--- src/rtl/ssl_pkg.sv ---
`timescale 1ns/1ps
package ssl_pkg;
   localparam int SETUP_W      = 16;
   localparam int BIT_IRQ_EN   = 5;
   localparam int BIT_MEAS_SRC = 10;
   localparam int N_STAT       = 3;

   typedef enum logic [1:0] {
      TRG_NONE  = 2'b00,
      TRG_WRITE = 2'b01,
      TRG_IRQ   = 2'b10,
      TRG_BOTH  = 2'b11
   } trig_e;
endpackage

--- src/rtl/ssl_edge.sv ---
`timescale 1ns/1ps
// Synchronous edge detector; ACT_HIGH picks the rising or falling variant.
module ssl_edge #(
   parameter bit ACT_HIGH = 1'b1
) (
   input  logic clk,
   input  logic rst_n,
   input  logic sig,
   output logic pulse
);
   logic prev_q;

   always_ff @(posedge clk or negedge rst_n) begin
      if (!rst_n) prev_q <= 1'b0;
      else        prev_q <= sig;
   end

   generate
      if (ACT_HIGH) begin : g_rise
         assign pulse = sig & ~prev_q;
      end else begin : g_fall
         assign pulse = ~sig & prev_q;
      end
   endgenerate
endmodule

--- src/rtl/ssl_snap_reg.sv ---
`timescale 1ns/1ps
// One status holding register, loaded only on a capture strobe.
module ssl_snap_reg #(
   parameter int W = 16
) (
   input  logic         clk,
   input  logic         rst_n,
   input  logic         cap,
   input  logic [W-1:0] d,
   output logic [W-1:0] q
);
   always_ff @(posedge clk or negedge rst_n) begin
      if (!rst_n)   q <= '0;
      else if (cap) q <= d;
   end
endmodule

--- src/rtl/ssl_meas_irq.sv ---
`timescale 1ns/1ps
// Measurement interrupt flag: set by event, cleared by the selected read.
module ssl_meas_irq #(
   parameter int          AW      = 4,
   parameter logic [AW-1:0] A_SEL1 = '0,
   parameter logic [AW-1:0] A_SEL0 = '0
) (
   input  logic          clk,
   input  logic          rst_n,
   input  logic          set_evt,
   input  logic          rd_en,
   input  logic [AW-1:0] rd_addr,
   input  logic          src_sel,
   output logic          irq
);
   logic [AW-1:0] clr_addr;
   logic          clr_hit;

   assign clr_addr = src_sel ? A_SEL1 : A_SEL0;
   assign clr_hit  = rd_en && (rd_addr == clr_addr);

   always_ff @(posedge clk or negedge rst_n) begin
      if (!rst_n)       irq <= 1'b0;
      else if (set_evt) irq <= 1'b1;   // a new event beats a clear
      else if (clr_hit) irq <= 1'b0;
   end
endmodule

--- src/rtl/stat_snap_latch.sv ---
`timescale 1ns/1ps
module stat_snap_latch
   import ssl_pkg::*;
#(
   parameter int            SW          = 16,
   parameter int            AW          = 4,
   parameter logic [AW-1:0] A_SNAP      = 4'h2,
   parameter logic [AW-1:0] A_SETUP     = 4'h3,
   parameter logic [AW-1:0] A_MEAS_STAT = 4'h5,
   parameter logic [AW-1:0] A_STAT_B    = 4'h9,
   parameter bit            ACC_RISE    = 1'b1
) (
   input  logic          clk,
   input  logic          rst_n,
   input  logic          wr_en,
   input  logic [AW-1:0] wr_addr,
   input  logic [15:0]   wr_data,
   input  logic          rd_en,
   input  logic [AW-1:0] rd_addr,
   input  logic          accum_int,
   input  logic          meas_evt,
   input  logic [SW-1:0] live_a,
   input  logic [SW-1:0] live_b,
   input  logic [SW-1:0] live_c,
   output logic [SW-1:0] stat_a,
   output logic [SW-1:0] stat_b,
   output logic [SW-1:0] stat_c,
   output logic          meas_int
);
   // elaboration-time parameter checks
   generate
      if (SW < 1 || SW > 32) begin : g_bad_sw
         $error("stat_snap_latch: SW must lie in 1..32");
      end
      if (AW < 2) begin : g_bad_aw
         $error("stat_snap_latch: AW too small for four addresses");
      end
      if (A_SNAP == A_SETUP || A_MEAS_STAT == A_STAT_B) begin : g_bad_map
         $error("stat_snap_latch: address map collision");
      end
   endgenerate

   // setup register: only the bits acted on here are held
   logic irq_en_q, meas_src_q, setup_wr;
   assign setup_wr = wr_en && (wr_addr == A_SETUP);

   always_ff @(posedge clk or negedge rst_n) begin
      if (!rst_n) begin
         irq_en_q   <= 1'b0;
         meas_src_q <= 1'b0;
      end else if (setup_wr) begin
         irq_en_q   <= wr_data[BIT_IRQ_EN];
         meas_src_q <= wr_data[BIT_MEAS_SRC];
      end
   end

   logic unused_wdata;
   assign unused_wdata = ^{wr_data[15:BIT_MEAS_SRC+1],
                           wr_data[BIT_MEAS_SRC-1:BIT_IRQ_EN+1],
                           wr_data[BIT_IRQ_EN-1:0]};

   // trigger sources
   logic snap_hit, wr_trig, acc_edge, irq_trig, cap;
   trig_e trig;

   assign snap_hit = wr_en && (wr_addr == A_SNAP);

   ssl_edge #(.ACT_HIGH(1'b0)) u_wr_edge (
      .clk(clk), .rst_n(rst_n), .sig(snap_hit), .pulse(wr_trig));

   ssl_edge #(.ACT_HIGH(ACC_RISE)) u_acc_edge (
      .clk(clk), .rst_n(rst_n), .sig(accum_int), .pulse(acc_edge));

   assign irq_trig = acc_edge & irq_en_q;
   assign trig     = trig_e'({irq_trig, wr_trig});
   assign cap      = (trig != TRG_NONE);   // both at once still one load

   // the three holding registers share one strobe
   logic [SW-1:0] live_arr [N_STAT];
   logic [SW-1:0] stat_arr [N_STAT];
   assign live_arr[0] = live_a;
   assign live_arr[1] = live_b;
   assign live_arr[2] = live_c;

   generate
      for (genvar i = 0; i < N_STAT; i++) begin : g_reg
         ssl_snap_reg #(.W(SW)) u_reg (
            .clk(clk), .rst_n(rst_n), .cap(cap),
            .d(live_arr[i]), .q(stat_arr[i]));
      end
   endgenerate

   assign stat_a = stat_arr[0];
   assign stat_b = stat_arr[1];
   assign stat_c = stat_arr[2];

   ssl_meas_irq #(.AW(AW), .A_SEL1(A_MEAS_STAT), .A_SEL0(A_STAT_B)) u_meas (
      .clk(clk), .rst_n(rst_n), .set_evt(meas_evt), .rd_en(rd_en),
      .rd_addr(rd_addr), .src_sel(meas_src_q), .irq(meas_int));
endmodule

--- config.mk ---
export PLATFORM = sky130hd
export DESIGN_NAME = stat_snap_latch
export DESIGN_NICKNAME = d
export VERILOG_FILES = /design/src/rtl/ssl_pkg.sv /design/src/rtl/ssl_edge.sv /design/src/rtl/ssl_snap_reg.sv /design/src/rtl/ssl_meas_irq.sv /design/src/rtl/stat_snap_latch.sv
export SDC_FILE = /design/constraint.sdc
export NUM_CORES = 1
export LEC_CHECK = 0
export BUFFER_PORTS_ARGS = -buffer_cell sky130_fd_sc_hd__buf_2
export CAP_MARGIN = 20
export CELL_PAD_IN_SITES_DETAIL_PLACEMENT = 0
export CELL_PAD_IN_SITES_GLOBAL_PLACEMENT = 2
export CORE_MARGIN = 2
export CORE_UTILIZATION = 26
export DETAILED_ROUTE_END_ITERATION = 12
export GPL_ROUTABILITY_DRIVEN = 0
export PLACE_DENSITY_LB_ADDON = 0.15
export SLEW_MARGIN = 20
export SYNTH_ARGS = -nofsm -noshare
export SYNTH_HDL_FRONTEND = slang
export SYNTH_SLANG_ARGS = --single-unit
--- constraint.sdc ---
create_clock -name clk -period 2.1 [get_ports clk]
set_input_delay 0.105 -clock clk [delete_from_list [all_inputs] [get_ports clk]]
set_output_delay 0.105 -clock clk [all_outputs]
set_load 0.05 [all_outputs]
==> impl_summary.txt, run 1 <==
----------------------------------------------------
[Run status]
  Outcome ... completed

[STA]
  Post-route clock skew ... 0.00641 ns
  Hold violation count in the final report ... 0
  Worst relative slew slack ... 70.1%
  Setup repair after global routing missed its margin ... false
  Highest clock rate ... 577 MHz
  Worst-margin pin slew ... 0.448 ns
  Number of setup violations in the final report ... 0
  Crit path time final ... 1.73 ns
  Share of the clock period used by the worst path ... 82.5%
  Max Slew Vio Count ... 0
  Hold Worst Slack ... 0.0164 ns
  Post-route setup TNS ... 0 ns

[Routing]
  Antenna Nets Post-Route ... 0
  Detailed Routing Iterations Pass 1 ... 3
  Post-DR wirelength/cell ... 12.1 microns
  Post-Route WL ... 4.21 mm
  Met3 Routed Length ... 383 microns
  Count of vias placed by the detailed router ... 1409
  Uppermost metal layer occupied by signal nets ... met4
  Starting DRC count in detailed routing ... 16
  Number of remaining DRC errors ... 0
  Vias per cell ... 4.04
  Met2 wirelength from detailed routing ... 2.00 mm
  DRT met1 WL ... 1.78 mm

[Setup path]
  Largest stage delay, worst path ... 0.54 ns
  Slowest cell on the critical path ... sky130_fd_sc_hd__dlygate4sd3_1
  Gate family responsible for the most delay along the worst path ... buffers and inverters
  Ordered list of cells on the worst path ... dlygate4sd3_1 -> buf_2 -> nor2b_1 -> a221oi_4 -> buf_4 -> mux2_2
  Stages on the worst setup path ... 6
  Buffering stage count on the worst path with inverters included ... 3
  Setup slack, reg-to-reg ... 0.43 ns
  Worst Setup EP ... g_reg[2].u_reg.q[10]
  Cell count of the worst reg-to-reg path ... 4
  Element type at the critical path end ... register
  RR Endpoint ... g_reg[2].u_reg.q[10]
  Launch point of the worst path ... accum_int
  Type of origin of the critical path ... primary input
  Startpoint of the worst-slack reg-to-reg timing path ... u_wr_edge.prev_q
  Path type of the worst setup path ... in -> reg
  Critical path required time ... 2.28 ns
  Maximum net fanout on the critical path ... 21
  Worst path arrival time ... 1.91 ns

[Clock tree]
  CTS tree ... built
  Number of CTS-inserted buffers ... 5
  Clock tree root driver cell ... sky130_fd_sc_hd__clkbuf_8
  CTS max path bufs ... 2
  Depth of the CTS H-tree ... 2
  Register clock-pin slew on the reported worst setup and hold paths ... 0.09 ns
  TritonCTS Sinks ... 53
  Clock insertion delay at the later pin of the skew report ... 0.29 ns

[Place]
  Area of placed instances ... 2730 sq um
  Placed insts ... 334
  DP HPWL ... 3.16 mm
  Count of buffers from port buffering ... 112

[Global route]
  Antenna violations before repair ... 0
  Number of global-route vias before repair ... 1371
  GRT Util Overall ... 9.76%
  First-pass GRT wire length ... 6.44 mm
  Overflow after GRT ... 0
  Maximum number of pins on one net before global-route repair ... 28

[Yosys]
  Post-synthesis instance area ... 2030 sq um
  Fraction of synthesis flops using an asynchronous set or reset pin ... 100%
  Netlist cell types ... 17
  Number of enable flip-flop cells after synthesis ... 0
  Top flip-flop cell by instance count after synthesis ... sky130_fd_sc_hd__dfrtp_1
  Cell type with the highest aggregate area in the netlist ... sky130_fd_sc_hd__dfrtp_1
  Number of synthesized register bits ... 53
  Most repeated cell in the gate-level netlist after synthesis ... sky130_fd_sc_hd__dfrtp_1
  Cell count after synthesis ... 121
  Synthesis warning total ... 0
  Cell types occupying the most area after synthesis ... sky130_fd_sc_hd__dfrtp_1 (65%), sky130_fd_sc_hd__mux2_2 (17%), sky130_fd_sc_hd__mux2_1 (11%)
  Number of nets in the synthesized netlist ... 199
  Most frequent cells after synthesis ... sky130_fd_sc_hd__dfrtp_1 (53), sky130_fd_sc_hd__mux2_2 (30), sky130_fd_sc_hd__mux2_1 (20)
  Average cell area after synthesis ... 16.7 sq um
  Share of the synthesized area in the top cell type ... 65.5%
  Fraction of the yosys area taken by sequential cells ... 65.5%

[Finish]
  Total number of nets in the final design ... 324
  Antenna diodes ... 0
  Area delta synth->final ... 44.0%
  Number of cells in the finished layout apart from fillers ... 349
  Final non-filler cell area ... 2920 sq um
  Layout cell share with drive strength beyond 1 ... 62.8%

[Power]
  Worst vdd ir ... 664 uV
  Leakage component of the power ... 1.43 nW
  Total power divided by cell area ... 1480 nW/um^2

[Run]
  Max-cap violations ... 0

[Die]
  Floorplan die height ... 92.3 microns
  Core Box Area ... 7650 sq um
  Initial core utilization ... 26.5%
  Die Span X ... 92.3 microns
  Number of rows created at floorplan ... 32
  Die Outline Area ... 8510 sq um
  Number of top-level design ports ... 127

[Hold path]
  Hold Crit Start ... live_b[8]
  Hold/Removal Path Class ... in -> reg

----------------------------------------------------
worst register-to-register path, stage by stage, from the launching register on:
cell                       delay (ns)
sky130_fd_sc_hd__dfrtp_1         0.41
sky130_fd_sc_hd__and2_1          0.19
sky130_fd_sc_hd__a221oi_4        0.25
sky130_fd_sc_hd__buf_4           0.34
sky130_fd_sc_hd__mux2_2          0.38
stage by stage:
stage | worst slack [ns] | total power (W) | utilization (%)
finish | 0.368 | 0.00433 | 38.2
detailed placement | 0.318 | 0.00367 | 35.7
CTS | 0.370 | 0.00440 | 37.6
global placement | 0.329 | 0.00366 | 35.7
global route | 0.297 | 0.00456 | 38.2
floorplan | 0.579 | 0.00315 | -
power breakdown:
part | switching [W] | leakage (nW) | internal, W
clock network | 0.000306 | 0.0585 | 0.000389
registers | 0.000155 | 0.625 | 0.00137
logic | 0.00156 | 0.749 | 0.000550
total | 0.00202 | 1.43 | 0.00231
registers in the layout (all words and copies together), names as in the netlist:
| register | flops |
|---|---|
| irq_en_q | 1 |
| u_meas.irq | 1 |
| u_acc_edge.prev_q | 1 |
| meas_src_q | 1 |
| g.u_reg.q | 48 |
| u_wr_edge.prev_q | 1 |
layout by cell type, fill, tap and decap left out:
cell type                       count
sky130_fd_sc_hd__buf_2            112
sky130_fd_sc_hd__dfrtp_1           53
sky130_fd_sc_hd__mux2_2            30
sky130_fd_sc_hd__mux2_1            20
sky130_fd_sc_hd__dlygate4sd3_1      7
sky130_fd_sc_hd__clkbuf_8           6
sky130_fd_sc_hd__nor2_1             2
sky130_fd_sc_hd__buf_12             2
sky130_fd_sc_hd__buf_4              2
sky130_fd_sc_hd__nand4bb_1          1
sky130_fd_sc_hd__nor2b_1            1
sky130_fd_sc_hd__and2_1             1
sky130_fd_sc_hd__a221oi_4           1
sky130_fd_sc_hd__inv_1              1
sky130_fd_sc_hd__or2_2              1
sky130_fd_sc_hd__nand2_1            1
sky130_fd_sc_hd__nand2b_1           1
sky130_fd_sc_hd__o22ai_1            1
sky130_fd_sc_hd__nor4bb_1           1
sky130_fd_sc_hd__a21oi_1            1
sky130_fd_sc_hd__bufinv_16          1
sky130_fd_sc_hd__clkbuf_1           1
area by class of cell:
type | count | area (sq um)
Clock buffer | 7 | 86.3
Clock inverter | 1 | 30.0
Fill cell | 759 | 4730
Inverter | 1 | 3.75
Multi-Input combinational cell | 62 | 658
Sequential cell | 53 | 1330
Tap cell | 102 | 128
Timing Repair Buffer | 123 | 686
timing repair:
action	CTS	global route
hold buffers	3	4
gates resized for setup	0	0
endpoints found under the hold margin	18	4
setup buffers	0	0
layer usage:
metal  vias up  global-route usage (%)
li1        671                       -
met1       667                    11.2
met2        67                    16.2
met3         4                    3.78
met4         0                    4.10
met5         -                       0
worst min-delay path by stage:
| stage | endpoint | cells after the start | slack (ns) |
|---|---|---|---|
| global placement | g_reg[1].u_reg.q[4] | 1 | 0.09 |
| detailed placement | g_reg[1].u_reg.q[4] | 1 | 0.09 |
| floorplan | g_reg[0].u_reg.q[0] | 0 | -0.19 |
| global route | g_reg[1].u_reg.q[0] | 2 | 0.002 |
| CTS | g_reg[1].u_reg.q[8] | 2 | 0.0005 |
| finish | g_reg[1].u_reg.q[8] | 2 | 0.02 |
kinds of logic (layout without fill, tap and decap cells):
logic type	count (synthesis)	in the layout	share of synthesized area (%)
buffers and inverters	6	132	2.59
muxes	50	50	27.8
DFF	53	53	65.5
AOI/OAI and AO/OA	3	3	1.30
and+or+nand+nor	9	9	2.84
Note: power is estimated with default switching activity, not from simulation.
==> run 2, diff against run 1 <==
Settings changed: CORE_UTILIZATION 26 to 23.
Clock period 2.1 ns to 1.5 ns, I/O delays scaled along.
==> impl_summary.txt, run 2 (same netlist as run 1, synthesis figures left out) <==
----------------------------------------------------
[Clock tree]
  CTS max path bufs ... 2 (unchanged)
  Depth of the CTS H-tree ... 2 (unchanged)
  TritonCTS Sinks ... 53 (unchanged)
  CTS tree ... built
  Clock tree root driver cell ... sky130_fd_sc_hd__clkbuf_8
  Number of CTS-inserted buffers ... 5 (unchanged)
  Clock insertion delay at the later pin of the skew report ... 0.30 ns (about the same)
  Register clock-pin slew on the reported worst setup and hold paths ... 0.10 ns (about the same)

[Die]
  Number of top-level design ports ... 127 (unchanged)
  Floorplan die height ... 97.8 microns (+6.0%)
  Die Span X ... 97.8 microns (+6.0%)
  Number of rows created at floorplan ... 34 (+6.3%)
  Core Box Area ... 8640 sq um (+13%)
  Initial core utilization ... 23.5% (-3.0 points)
  Die Outline Area ... 9570 sq um (+12%)

[Finish]
  Top register by number of flip-flops ... g.u_reg.q
  Leading cell type in the layout, fill and taps excluded ... sky130_fd_sc_hd__buf_2
  Leading cell types in the layout, fill and taps excluded ... sky130_fd_sc_hd__buf_2 (112), sky130_fd_sc_hd__dfrtp_1 (53), sky130_fd_sc_hd__dlygate4sd3_1 (49)
  Total number of nets in the final design ... 371 (+15%)
  Fillers ... 843 (+11%)
  Area delta synth->final ... 77.9%
  Layout cell share with drive strength beyond 1 ... 59.9% (-2.9 points)
  Antenna diodes ... 0 (unchanged)
  Flip-flop count of the largest register, all copies and words added ... 48 (unchanged)
  Final non-filler cell area ... 3600 sq um (+24%)

[Setup path]
  Ordered list of cells on the worst path ... and2_4 -> a221oi_4 -> buf_6 -> buf_12 -> mux2_2
  Critical path required time ... 1.69 ns (-0.59 ns)
  Maximum net fanout on the critical path ... 11 (-48%)
  Element type at the critical path end ... register
  Slowest cell on the critical path ... sky130_fd_sc_hd__dfrtp_1
  Cell count of the worst reg-to-reg path ... 5 (+1)
  Worst path arrival time ... 1.78 ns (-0.13 ns)
  Largest stage delay, worst path ... 0.43 ns (-0.11 ns)
  Path type of the worst setup path ... reg -> reg
  Type of origin of the critical path ... register

[STA]
  Post-route clock skew ... 0.00848 ns (+0.00207 ns)
  Crit path time final ... 1.60 ns
  Number of setup violations in the final report ... 48 (+48)
  Hold violation count in the final report ... 0 (unchanged)
  Worst setup slack after layout ... -0.0989 ns (-0.467 ns)
  Max Slew Vio Count ... 0 (unchanged)
  Setup repair after global routing missed its margin ... true
  Highest clock rate ... 625 MHz
  Worst relative slew slack ... 80.6% (+10 points)
  Worst-margin pin slew ... 0.291 ns (-0.157 ns)
  Share of the clock period used by the worst path ... 107%

[Power]
  Post-route total power ... 0.00657 W (+52%)
  Leakage component of the power ... 1.86 nW (+30%)
  Total power divided by cell area ... 1820 nW/um^2 (+23%)
  Worst vdd ir ... 752 uV (+13%)

[Routing]
  Number of remaining DRC errors ... 0 (unchanged)
  Vias per cell ... 3.98 (-1.4%)
  Antenna Nets Post-Route ... 0 (unchanged)
  Post-DR wirelength/cell ... 13.0 microns (+7.8%)
  Count of vias placed by the detailed router ... 1600 (+14%)
  Starting DRC count in detailed routing ... 11 (-5)
  Detailed Routing Iterations Pass 1 ... 3 (unchanged)
  Post-Route WL ... 5.23 mm (+24%)

[Global route]
  Antenna violations before repair ... 0 (unchanged)
  Maximum number of pins on one net before global-route repair ... 54 (+93%)
  Number of global-route vias before repair ... 1707 (+25%)
  First-pass GRT wire length ... 8.38 mm (+30%)
  GRT Util Overall ... 11.0% (+1.2 points)
  Overflow after GRT ... 0 (unchanged)

[Run status]
  Outcome ... finished, violations left
  Violated checks ... negative setup slack

[Place]
  DP HPWL ... 3.33 mm (+5.3%)
  Count of buffers from port buffering ... 112 (unchanged)
  Area of placed instances ... 2800 sq um (+2.7%)

[Hold path]
  Hold path depth ... 2 (unchanged)
  Hold/Removal Path Class ... in -> reg

[Run]
  Max-cap violations ... 0 (unchanged)

----------------------------------------------------
## run 2: worst max-delay path, delay by kind of cell (launching register included)
| kind | cells | cell delay (ns) |
|---|---|---|
| AO/OA/AOI/OAI | 1 | 0.20 |
| buffers and inverters | 2 | 0.36 |
| AND/OR/NAND/NOR | 1 | 0.16 |
| multiplexers | 1 | 0.33 |
| flip-flops | 1 | 0.43 |
## run 2: cell type report
type	instances	area [sq um]	share of cell area, %
multi-input combinational	62	811	22.5
tap	108	135	3.75
clock buffer	7	86.3	2.39
inverter	1	3.75	0.104
clock inverter	1	30.0	0.833
sequential	53	1330	36.8
timing repair buffer	170	1210	33.6
## run 2: per-stage QoR
step | hold WS, ns | setup slack [ns] | util [%] | TNS, ns | cells
after floorplan | -0.221 | -0.00599 | - | -0.0984 | 121
after global placement | 0.101 | -0.115 | 32.5 | -3.80 | 341
after detailed placement | 0.0974 | -0.150 | 32.5 | -5.09 | 341
after CTS | 0.000436 | -0.0772 | 40.9 | -2.15 | 399
after global routing | 0.000157 | -0.152 | 41.7 | -5.12 | 402
final | 0.0115 | -0.0989 | 41.7 | -2.71 | 402
## run 2: layer usage
layer	up-vias	wire length (microns)	GRT usage, %
met2	58	2640	18.9
met3	5	293	2.51
met5	-	0	0
met1	772	2230	13.8
met4	0	63	3.21
li1	765	-	-
## run 2: power by group
| group | switching, W | leakage, nW | internal [W] |
|---|---|---|---|
| clock network | 0.000449 | 0.0585 | 0.000544 |
| logic | 0.00224 | 1.18 | 0.00116 |
| registers | 0.000256 | 0.625 | 0.00193 |
| total | 0.00295 | 1.86 | 0.00363 |
## run 2: worst paths after layout
check | startpoint | to | slack (ns)
min reg2reg | g_reg[1].u_reg.q[2] | g_reg[1].u_reg.q[2] | 0.49
min in group asynchronous | rst_n | g_reg[0].u_reg.q[13] | 0.28
max reg2reg | u_wr_edge.prev_q | g_reg[0].u_reg.q[3] | -0.1
max | u_wr_edge.prev_q | g_reg[0].u_reg.q[3] | -0.1
min | live_c[0] | g_reg[2].u_reg.q[0] | 0.01
max in group asynchronous | rst_n | g_reg[0].u_reg.q[14] | 0.96
## run 2: what timing repair did
action | 4_1_cts | 5_1_grt
hold endpoints to repair | 98 | 3
setup endpoints to repair | 48 | 48
resized for setup | 25 | 10
pin swaps | 0 | 0
buffers inserted | 2 | 0
hold buffers | 46 | 3
gates cloned | 2 | 0
